**src/rtl/bcd_cal_pkg.sv**
```systemverilog
package bcd_cal_pkg;

    // carry sequencer states
    typedef enum logic [2:0] {
        SEQ_IDLE  = 3'd0,
        SEQ_MIN   = 3'd1,
        SEQ_HOUR  = 3'd2,
        SEQ_DATE  = 3'd3,
        SEQ_MONTH = 3'd4,
        SEQ_YEAR  = 3'd5
    } seq_state_e;

    // stage indices into step / hit vectors
    localparam int STG_SEC   = 0;
    localparam int STG_MIN   = 1;
    localparam int STG_HOUR  = 2;
    localparam int STG_DATE  = 3;
    localparam int STG_MONTH = 4;
    localparam int STG_YEAR  = 5;
    localparam int NUM_STG   = 6;

    // register addresses (the load/read order)
    localparam int ADDR_W = 3;
    localparam logic [ADDR_W-1:0] A_SEC   = 3'd0;
    localparam logic [ADDR_W-1:0] A_MIN   = 3'd1;
    localparam logic [ADDR_W-1:0] A_HOUR  = 3'd2;
    localparam logic [ADDR_W-1:0] A_DOW   = 3'd3;
    localparam logic [ADDR_W-1:0] A_DATE  = 3'd4;
    localparam logic [ADDR_W-1:0] A_MONTH = 3'd5;
    localparam logic [ADDR_W-1:0] A_YEAR  = 3'd6;

    // one BCD count upward, no range wrap
    function automatic logic [7:0] bcd_up(input logic [7:0] v);
        logic [7:0] r;
        if (v[3:0] >= 4'd9) begin
            r = {v[7:4] + 4'd1, 4'd0};
        end else begin
            r = {v[7:4], v[3:0] + 4'd1};
        end
        return r;
    endfunction

endpackage

```
**src/rtl/bcd_cal_prescale.sv**
```systemverilog
module bcd_cal_prescale #(
    parameter int TICKS_PER_SEC = 32768
) (
    input  logic clk,
    input  logic rst_n,
    input  logic sub_tick,
    input  logic halt,
    input  logic restart,
    output logic sec_pulse
);
    localparam int CNT_W = (TICKS_PER_SEC > 1) ? $clog2(TICKS_PER_SEC) : 1;
    localparam logic [CNT_W-1:0] LAST = CNT_W'(TICKS_PER_SEC - 1);

    logic [CNT_W-1:0] cnt_q;

    always_ff @(posedge clk) begin
        if (!rst_n) begin
            cnt_q <= '0;
        end else if (restart) begin
            cnt_q <= '0;
        end else if (sub_tick && !halt) begin
            cnt_q <= (cnt_q == LAST) ? '0 : cnt_q + 1'b1;
        end
    end

    assign sec_pulse = sub_tick && !halt && (cnt_q == LAST);

    // divider restarts from zero after a seconds load
    assert_restart_R9: assert property (@(posedge clk) disable iff (!rst_n)
        restart |=> (cnt_q == '0));

    // stop flag freezes the divider
    assert_halt_hold_R8: assert property (@(posedge clk) disable iff (!rst_n)
        (halt && !restart) |=> $stable(cnt_q));

endmodule

```
**src/rtl/bcd_cal_month_end.sv**
```systemverilog
module bcd_cal_month_end (
    input  logic [4:0] month,
    input  logic [4:0] year_lo,   // tens LSB and ones digit of the year
    output logic [5:0] last_date
);
    logic leap;

    // 10 = 2 (mod 4), so year mod 4 = (2*tens_lsb + ones) mod 4
    always_comb begin
        logic [1:0] rem;
        rem  = {year_lo[4], 1'b0} + year_lo[1:0];
        leap = (rem == 2'b00);
    end

    always_comb begin
        unique case (month)
            5'h02:                      last_date = leap ? 6'h29 : 6'h28;
            5'h04, 5'h06, 5'h09, 5'h11: last_date = 6'h30;
            default:                    last_date = 6'h31;
        endcase
    end

endmodule

```
**src/rtl/bcd_cal_ripple.sv**
```systemverilog
module bcd_cal_ripple
    import bcd_cal_pkg::*;
(
    input  logic               clk,
    input  logic               rst_n,
    input  logic               sec_pulse,
    input  logic [NUM_STG-1:0] hit,
    input  logic [NUM_STG-2:0] at_top,
    output logic [NUM_STG-1:0] step,
    output logic               idle
);
    seq_state_e state_q, state_d;

    always_ff @(posedge clk) begin
        if (!rst_n) begin
            state_q <= SEQ_IDLE;
        end else begin
            state_q <= state_d;
        end
    end

    // next state: advance only when the current field wraps and was not loaded
    always_comb begin
        state_d = SEQ_IDLE;
        unique case (state_q)
            SEQ_IDLE:  state_d = (sec_pulse && !hit[STG_SEC] && at_top[STG_SEC])
                                 ? SEQ_MIN : SEQ_IDLE;
            SEQ_MIN:   state_d = (!hit[STG_MIN] && at_top[STG_MIN])
                                 ? SEQ_HOUR : SEQ_IDLE;
            SEQ_HOUR:  state_d = (!hit[STG_HOUR] && at_top[STG_HOUR])
                                 ? SEQ_DATE : SEQ_IDLE;
            SEQ_DATE:  state_d = (!hit[STG_DATE] && at_top[STG_DATE])
                                 ? SEQ_MONTH : SEQ_IDLE;
            SEQ_MONTH: state_d = (!hit[STG_MONTH] && at_top[STG_MONTH])
                                 ? SEQ_YEAR : SEQ_IDLE;
            SEQ_YEAR:  state_d = SEQ_IDLE;
            default:   state_d = SEQ_IDLE;
        endcase
    end

    // outputs: one field step per clock, a load on that field wins
    always_comb begin
        step = '0;
        unique case (state_q)
            SEQ_IDLE:  step[STG_SEC]   = sec_pulse && !hit[STG_SEC];
            SEQ_MIN:   step[STG_MIN]   = !hit[STG_MIN];
            SEQ_HOUR:  step[STG_HOUR]  = !hit[STG_HOUR];
            SEQ_DATE:  step[STG_DATE]  = !hit[STG_DATE];
            SEQ_MONTH: step[STG_MONTH] = !hit[STG_MONTH];
            SEQ_YEAR:  step[STG_YEAR]  = !hit[STG_YEAR];
            default:   step = '0;
        endcase
    end

    assign idle = (state_q == SEQ_IDLE);

    // a second may only arrive while no carry is in flight
    assert_pulse_idle_R12: assert property (@(posedge clk) disable iff (!rst_n)
        sec_pulse |-> (state_q == SEQ_IDLE));

    // each higher field steps only on the clock after the field below it
    for (genvar g = 1; g < NUM_STG; g++) begin : g_order
        assert_step_order_R12: assert property (@(posedge clk) disable iff (!rst_n)
            step[g] |-> $past(step[g-1]));
    end

endmodule

```
**src/rtl/bcd_calendar.sv**
```systemverilog
module bcd_calendar
    import bcd_cal_pkg::*;
#(
    parameter int TICKS_PER_SEC = 32768
) (
    input  logic       clk,
    input  logic       rst_n,
    input  logic       sub_tick,
    input  logic       wr_en,
    input  logic [2:0] wr_addr,
    input  logic [7:0] wr_data,
    input  logic [2:0] rd_addr,
    output logic [7:0] rd_data
);
    // field storage at natural widths; stop and century bits live with their bytes
    logic [7:0] r_sec;    // [7] stop, [6:0] seconds
    logic [6:0] r_min;
    logic [7:0] r_hour;   // [7] century enable, [6] century, [5:0] hours
    logic [2:0] r_dow;
    logic [5:0] r_date;
    logic [4:0] r_mon;
    logic [7:0] r_year;

    logic [NUM_STG-1:0] hit;
    logic [NUM_STG-2:0] at_top;
    logic [NUM_STG-1:0] step;
    logic               hit_dow;
    logic               seq_idle;
    logic               sec_pulse;
    logic [5:0]         last_date;

    always_comb begin
        hit            = '0;
        hit[STG_SEC]   = wr_en && (wr_addr == A_SEC);
        hit[STG_MIN]   = wr_en && (wr_addr == A_MIN);
        hit[STG_HOUR]  = wr_en && (wr_addr == A_HOUR);
        hit[STG_DATE]  = wr_en && (wr_addr == A_DATE);
        hit[STG_MONTH] = wr_en && (wr_addr == A_MONTH);
        hit[STG_YEAR]  = wr_en && (wr_addr == A_YEAR);
    end
    assign hit_dow = wr_en && (wr_addr == A_DOW);

    always_comb begin
        at_top[STG_SEC]   = (r_sec[6:0]  == 7'h59);
        at_top[STG_MIN]   = (r_min       == 7'h59);
        at_top[STG_HOUR]  = (r_hour[5:0] == 6'h23);
        at_top[STG_DATE]  = (r_date      == last_date);
        at_top[STG_MONTH] = (r_mon       == 5'h12);
    end

    bcd_cal_prescale #(
        .TICKS_PER_SEC(TICKS_PER_SEC)
    ) u_div (
        .clk      (clk),
        .rst_n    (rst_n),
        .sub_tick (sub_tick),
        .halt     (r_sec[7]),
        .restart  (hit[STG_SEC]),
        .sec_pulse(sec_pulse)
    );

    bcd_cal_month_end u_mend (
        .month    (r_mon),
        .year_lo  (r_year[4:0]),
        .last_date(last_date)
    );

    bcd_cal_ripple u_seq (
        .clk      (clk),
        .rst_n    (rst_n),
        .sec_pulse(sec_pulse),
        .hit      (hit),
        .at_top   (at_top),
        .step     (step),
        .idle     (seq_idle)
    );

    always_ff @(posedge clk) begin
        if (!rst_n) begin
            r_sec  <= 8'h00;
            r_min  <= 7'h00;
            r_hour <= 8'h00;
            r_dow  <= 3'd1;
            r_date <= 6'h01;
            r_mon  <= 5'h01;
            r_year <= 8'h00;
        end else begin
            // seconds
            if (hit[STG_SEC]) begin
                r_sec <= wr_data;
            end else if (step[STG_SEC]) begin
                r_sec <= {r_sec[7], at_top[STG_SEC] ? 7'h00
                                    : 7'(bcd_up({1'b0, r_sec[6:0]}))};
            end
            // minutes
            if (hit[STG_MIN]) begin
                r_min <= wr_data[6:0];
            end else if (step[STG_MIN]) begin
                r_min <= at_top[STG_MIN] ? 7'h00 : 7'(bcd_up({1'b0, r_min}));
            end
            // hours plus century pair
            if (hit[STG_HOUR]) begin
                r_hour <= wr_data;
            end else if (step[STG_HOUR]) begin
                r_hour <= {r_hour[7:6], at_top[STG_HOUR] ? 6'h00
                                        : 6'(bcd_up({2'b00, r_hour[5:0]}))};
            end else if (step[STG_YEAR] && (r_year == 8'h99) && r_hour[7]) begin
                r_hour[6] <= ~r_hour[6];
            end
            // day of week follows the date step
            if (hit_dow) begin
                r_dow <= wr_data[2:0];
            end else if (step[STG_DATE]) begin
                r_dow <= (r_dow == 3'd7) ? 3'd1 : r_dow + 3'd1;
            end
            // date
            if (hit[STG_DATE]) begin
                r_date <= wr_data[5:0];
            end else if (step[STG_DATE]) begin
                r_date <= at_top[STG_DATE] ? 6'h01 : 6'(bcd_up({2'b00, r_date}));
            end
            // month
            if (hit[STG_MONTH]) begin
                r_mon <= wr_data[4:0];
            end else if (step[STG_MONTH]) begin
                r_mon <= at_top[STG_MONTH] ? 5'h01 : 5'(bcd_up({3'b000, r_mon}));
            end
            // year
            if (hit[STG_YEAR]) begin
                r_year <= wr_data;
            end else if (step[STG_YEAR]) begin
                r_year <= (r_year == 8'h99) ? 8'h00 : bcd_up(r_year);
            end
        end
    end

    always_comb begin
        unique case (rd_addr)
            A_SEC:   rd_data = r_sec;
            A_MIN:   rd_data = {1'b0, r_min};
            A_HOUR:  rd_data = r_hour;
            A_DOW:   rd_data = {5'b0, r_dow};
            A_DATE:  rd_data = {2'b0, r_date};
            A_MONTH: rd_data = {3'b0, r_mon};
            A_YEAR:  rd_data = r_year;
            default: rd_data = 8'h00;
        endcase
    end

    // stopped and idle: seconds byte frozen unless written
    assert_stop_holds_R8: assert property (@(posedge clk) disable iff (!rst_n)
        (r_sec[7] && seq_idle && !wr_en) |=> $stable(r_sec));

    // century bit moves only when enabled or written
    assert_century_hold_R7: assert property (@(posedge clk) disable iff (!rst_n)
        (!r_hour[7] && !hit[STG_HOUR]) |=> $stable(r_hour[6]));

    // a seconds load lands exactly as written
    assert_load_wins_R10: assert property (@(posedge clk) disable iff (!rst_n)
        hit[STG_SEC] |=> (r_sec == $past(wr_data)));

    // seconds wrap 59 -> 00
    assert_sec_wrap_R2: assert property (@(posedge clk) disable iff (!rst_n)
        (step[STG_SEC] && r_sec[6:0] == 7'h59) |=> (r_sec[6:0] == 7'h00));

    // date wraps to 01 after the last day of the month
    assert_date_wrap_R5: assert property (@(posedge clk) disable iff (!rst_n)
        (step[STG_DATE] && r_date == last_date) |=> (r_date == 6'h01));

    // day of week 7 -> 1 with the date step
    assert_dow_wrap_R4: assert property (@(posedge clk) disable iff (!rst_n)
        (step[STG_DATE] && !hit_dow && r_dow == 3'd7) |=> (r_dow == 3'd1));

endmodule

```
**config.mk**
```make
export PLATFORM = sky130hd
export DESIGN_NAME = bcd_calendar
export DESIGN_NICKNAME = d
export VERILOG_FILES = /design/src/rtl/bcd_cal_pkg.sv /design/src/rtl/bcd_cal_prescale.sv /design/src/rtl/bcd_cal_month_end.sv /design/src/rtl/bcd_cal_ripple.sv /design/src/rtl/bcd_calendar.sv
export SDC_FILE = /design/constraint.sdc
export NUM_CORES = 1
export LEC_CHECK = 0
export BUFFER_PORTS_ARGS = -buffer_cell sky130_fd_sc_hd__buf_2
export CORE_ASPECT_RATIO = 1.1
export CORE_MARGIN = 1
export CORE_UTILIZATION = 45
export DETAILED_ROUTE_END_ITERATION = 6
export RECOVER_POWER = 100
export SETUP_SLACK_MARGIN = 0.2
export SYNTH_ARGS = -nofsm -noshare
export SYNTH_HDL_FRONTEND = slang
export SYNTH_SLANG_ARGS = --single-unit
```
**constraint.sdc**
```tcl
create_clock -name clk -period 3.54 [get_ports clk]
set_input_delay 0.177 -clock clk [delete_from_list [all_inputs] [get_ports clk]]
set_output_delay 0.177 -clock clk [all_outputs]
set_load 0.02 [all_outputs]
```
; ---- Yosys cells after proc, flatten, opt, wreduce, memory -nomap -nowiden
; Index checks and enable logic that the tools add are counted.
[word_totals]
latch_bits = 0
mem_bits_rw = 0
ff_bits = 63
in_bits = 18
word_cells = 168
mem_count = 0
rom_bits = 0
[classes]
div = 0
n_mul = 0
shift = 0
add_sub_neg = 15
muxes = 45
n_lt_le_gt_ge = 6
n_eq_ne = 31
bitwise_logic = 2
reduce_logical = 51
[op_table]
columns = operator, n
row1 = 7-bit two-way mux, 8
row2 = 8-bit one-hot mux with 7 select lines, 1
row3 = 6-bit two-way mux, 7
row4 = 8-bit two-way mux, 5
row5 = 4-bit by 1-bit adder with 4-bit output (second input constant), 7
row6 = 3-bit equality test (second input constant), 9
row7 = 4-bit greater-or-equal comparator (second input constant), 6
row8 = 5-bit two-way mux, 4
row9 = 3-bit by 2-bit equality test with 1-bit output (second input constant), 6
row10 = 3-bit nonzero test, 6
row11 = 1-bit logical AND, 17
row12 = 2-bit nonzero test, 8
row13 = 15-bit by 1-bit adder with 15-bit output (second input constant), 1
row14 = 15-bit equality test (second input constant), 1
row15 = 15-bit two-way mux, 1
row16 = 3-bit two-way mux, 5
row17 = 3-bit one-hot mux with 5 select lines, 1
row18 = 7-bit equality test (second input constant), 2
row19 = 2-bit AND reduction, 7
row20 = 6-bit one-hot mux with 2 select lines, 1
row21 = 5-bit by 3-bit equality test with 1-bit output (second input constant), 2
row22 = 5-bit equality test (second input constant), 2
row23 = 1-bit two-way mux, 10
row24 = 3-bit by 1-bit adder with 3-bit output (second input constant), 3
row25 = other kinds (17), 30

; ---- Depth between registers and ports, before layout
[depth]
word_depth = 9
depth_mapped = 7

; ---- Cells and area by module
; A second synthesis with hierarchy kept.
[hier_totals]
hier_cells = 546
hier_area_um2 = 4315.4
[modules_own_cells]
columns = module, instances, cells_per_inst, area_each_um2, seq_area_each_um2
row1 = bcd_calendar, 1, 431, 3320.7, 900.9
row2 = bcd_cal_prescale, 1, 80, 705.7, 300.3
row3 = bcd_cal_ripple, 1, 20, 192.7, 60.1
row4 = bcd_cal_month_end, 1, 15, 96.3, 0.0

; ---- Worst setup path before layout
; No wires, ideal clock.
[synth_timing]
kind = register to register
startpoint = register r_year[1]
endpoint = register r_year[2]
slack_ns = 1.540
n_path_buf = 0
t_arrival_ns = 1.908
synth_period_minus_slack_ns = 2.000
required_time_ns = 3.449
stages_incl_launch_ff = 7
path_cell_list = dfxtp_1 -> inv_1 -> ha_1 -> or3b_1 -> and2_4 -> or4b_1 -> a311oi_1
[synth_via]
elab_chain_cells = 5
word_cells_on_any_way = 7
[synth_rtl]
columns = item, line
row1 = "start, declared", bcd_calendar.sv:22  ; logic [7:0] r_year;
row2 = "start signal, assigned", bcd_calendar.sv:130  ; r_year <= wr_data;
row3 = "start signal, assigned", bcd_calendar.sv:132  ; r_year <= (r_year == 8'h99) ? 8'h00 : bcd_up(r_year);
row4 = 4-bit by 1-bit adder with 4-bit output / 4-bit greater-or-equal comparator (equally long branches), "bcd_cal_pkg.sv:38, bcd_cal_pkg.sv:35"
row5 = 8-bit two-way mux, bcd_cal_pkg.sv:35  ; if (v[3:0] >= 4'd9) begin
row6 = 8-bit two-way mux *, bcd_calendar.sv:132
row7 = 8-bit two-way mux *, bcd_calendar.sv:131  ; end else if (step[STG_YEAR]) begin
row8 = 8-bit two-way mux *, bcd_calendar.sv:129  ; if (hit[STG_YEAR]) begin
; Mark *: on every way between the ends. The rest lies on a longest branch, timed or not. The select of a mux whose other input is x is not followed.
; A chain may end at the register's enable or synchronous reset.

; ---- Worst setup path in the final report
[layout_timing]
startpoint = register u_div.cnt_q[2]
endpoint = register u_div.cnt_q[4]
[layout_via]
elab_chain_cells = 2
word_cells_on_any_way = 3
[layout_rtl]
columns = item, line
row1 = "start, declared", bcd_cal_prescale.sv:14  ; logic [CNT_W-1:0] cnt_q;
row2 = "start signal, assigned", bcd_cal_prescale.sv:22  ; cnt_q <= (cnt_q == LAST) ? '0 : cnt_q + 1'b1;
row3 = 15-bit by 1-bit adder with 15-bit output / 15-bit equality test (equally long branches), bcd_cal_prescale.sv:22
row4 = 15-bit two-way mux *, bcd_cal_prescale.sv:22
; Mark *: on every way between the ends. The rest lies on a longest branch, timed or not.

==> reports/metrics.yaml <==
outcome:
  outcome: "finished with violations"
  violations: "capacitance limit, slew limit"
sta:
  tightest_slew_ps: 1780
  setup_viol: 0
  timing.final.crit_period_ps: 2260
  finalCritPeriodShare: 0.640
  tns_ps: 0
  drv_slew: 11
  fin_skew_ps: 3.80
  relSlewSlack: -0.200
  fmax_ghz: 0.442
  finalHoldViolCount: 0
  rsz0062_at_grt: "no"
  fin_ws_ps: 1280
synth:
  synth.area.top_cells: "dfxtp_1 29%, ha_1 8.2%, nor2_1 4.8%"
  synth.cell_area_um2: 4400
  syn_avg_cell_area_um2: 7.93
  seq_area_frac_synth: 0.287
  synth_warnings: 0
  synth.top_cell.area_share: 0.287
  yosysTopAreaCell: "dfxtp_1"
  async_flop_share: 0
  syn_nets: 602
  synth-edff-count: 0
  ys.flop_type: "dfxtp_1"
  ys_seq_elements: 63
  synth.distinct_cells: 73
  syn_inst: 555
global_route:
  grt_pass1_vias: 3852
  grt_max_degree: 33
  grt_pass1_wl_um: 19900
  grt_use_total: 0.262
  antenna_found_initial: 0
  grt-ovfl-total: 0
job:
  cap_violations: 1
power:
  leakagePower_nw: 1.65
  p_total_mw: 1.65
  power_density_nw_per_um2: 350
  irDropWorstVdd_uv: 192
finish:
  final_nets: 611
  design_area_um2: 4710
  mostFrequentLayoutCells: "63 x dfxtp_1, 56 x nor2_1, 45 x nand2_1"
  drive_gt1_frac: 0.0773
  area.growth.synth_to_final_pct: 7.02
  mostFrequentLayoutCell: "dfxtp_1"
  fin_util: 0.499
  diodes: 0
  fillers: 951
worst_setup_path:
  crit_family: "simple AND/OR/NAND/NOR gates"
  arrival_ps: 2470
  crit_path_end_kind: "flop"
  cp.depth: 4
  r2r_slack_ps: 1280
  critPathSlowestCell: "o211ai_1"
  critPathLaunch: "u_div.cnt_q[2]"
  critPathKind: "reg2reg"
  r2r-end: "u_div.cnt_q[4]"
  r2r_cells: 4
  max_stage_delay_ps: 760
  path_cells: "nand4_1, or4_1, o211ai_1, nor2_1"
  start_kind: "flop"
  rr_startpoint: "u_div.cnt_q[2]"
  cp_max_fo: 12
  crit_required_ps: 3750
  crit_buf_inv: 0
place:
  dp_hpwl_um: 9000
  place_ws_ps: 1290
  placed_cell_area_um2: 4550
  portBuffers: 25
  routabilityCongestion: 0.867
route:
  drt_first_pass_iters: 7
  num_vias: 4182
  ant_nets: 0
  drt_iter0_markers: 269
  drc_errors: 0
  routed_via_density: 6.10
  wirelength_um: 12400
  wl_per_cell_um: 18.1
clock_tree:
  h-tree-depth: 3
  clock_latency_ps: 350
  cts_tree: "done"
  ctsHoldBuffers: 0
  cts-resized-gates: 0
  root_buffer: "clkbuf_8"
  postCtsSetupBuffers: 0
  clkSlewWorstSetupHoldPaths_ps: 80
  cts_buffer_depth: 2
  cts.sinks: 63
  cts_buffers: 9
min_path:
  holdCritStartpoint: "wr_data[7]"
  min_path_type: "in2reg"
  min_to: "r_hour[7]"
  hold_path_depth: 3
floorplanning:
  die_h_um: 106
  io_pins: 26
  num_rows: 37
  die_w_um: 96.3
  start_util: 0.466
  coreArea_um2: 9440
  dieArea_um2: 10200
==> per-stage QoR <==
step	hold slack [ps]	cells
2_1_floorplan	295	555
3_3_place_gp	455	670
3_5_place_dp	459	670
4_1_cts	85.0	686
5_1_grt	79.4	686
6_report	93.3	686
==> Yosys cell counts, drive strengths merged, types with 5 or more instances <==
library cell and instances:
dfxtp 63, a21oi 36, nand4 13, clkbuf 25
a31oi 13, inv 23, o22ai 5, or3b 6
nand3 26, xor2 9, xnor2 6, nand3b 5
nand2 45, a211oi 9, mux2i 8, nor2 56
o211ai 5, or3 11, a22oi 6, a32o 6
o21ai 39, nor4b 5, ha 29, a311oi 6
nand2b 6, nor3b 10, nor2b 8, nor3 14
==> power by group <==
part | switching (mW) | total [mW] | internal [mW]
Combinational | 0.116 | 0.183 | 0.0671
Sequential | 0.0307 | 0.758 | 0.728
Clock | 0.313 | 0.707 | 0.394
Total | 0.460 | 1.65 | 1.19
==> final cells by class <==
| cell class | count | area (um^2) | area share |
|---|---|---|---|
| clock inverter | 6 | 85.1 | 0.0181 |
| timing repair buffer | 27 | 129 | 0.0274 |
| multi-input combinational | 439 | 2870 | 0.609 |
| inverter | 24 | 90.1 | 0.0191 |
| tap | 117 | 146 | 0.0311 |
| sequential | 63 | 1260 | 0.268 |
| clock buffer | 10 | 128 | 0.0271 |
==> logic make-up after synthesis <==
logic type | count (synthesis) | share of synthesized area
mux | 11 | 0.0310
simple gates | 232 | 0.291
fa+ha+maj | 29 | 0.0825
xor+xnor | 15 | 0.0299
compound gates | 152 | 0.227
flops | 63 | 0.287
buf+inv | 53 | 0.0520
==> worst max-delay path by stage <==
stage / to / slack (ps)
after floorplan: r_year[2] / 1540
after global placement: u_div.cnt_q[4] / 1360
after detailed placement: u_div.cnt_q[4] / 1290
after CTS: u_div.cnt_q[4] / 1280
after global routing: u_div.cnt_q[14] / 1040
final: u_div.cnt_q[4] / 1280
==> flip-flops by register name, indices dropped and copies added, names as in the netlist <==
name           flops
r_sec              8
r_mon              5
r_min              7
u_div.cnt_q       15
r_hour             8
r_year             8
r_date             6
u_seq.state_q      3
r_dow              3
==> worst register-to-register path, cell delays in order, from the launching register on <==
cell	delay [ps]
dfxtp_1	420
nand4_1	170
or4_1	650
o211ai_1	760
nor2_1	120
==> layer usage <==
| layer | vias up | part of all wire | track usage |
|---|---|---|---|
| met5 | - | 0 | 0 |
| met4 | 0 | 0.022 | 0.0864 |
| met1 | 1974 | 0.47 | 0.359 |
| met2 | 110 | 0.45 | 0.407 |
| met3 | 20 | 0.051 | 0.0519 |
| li1 | 2078 | - | - |
Power figures use the tool's default switching activity.
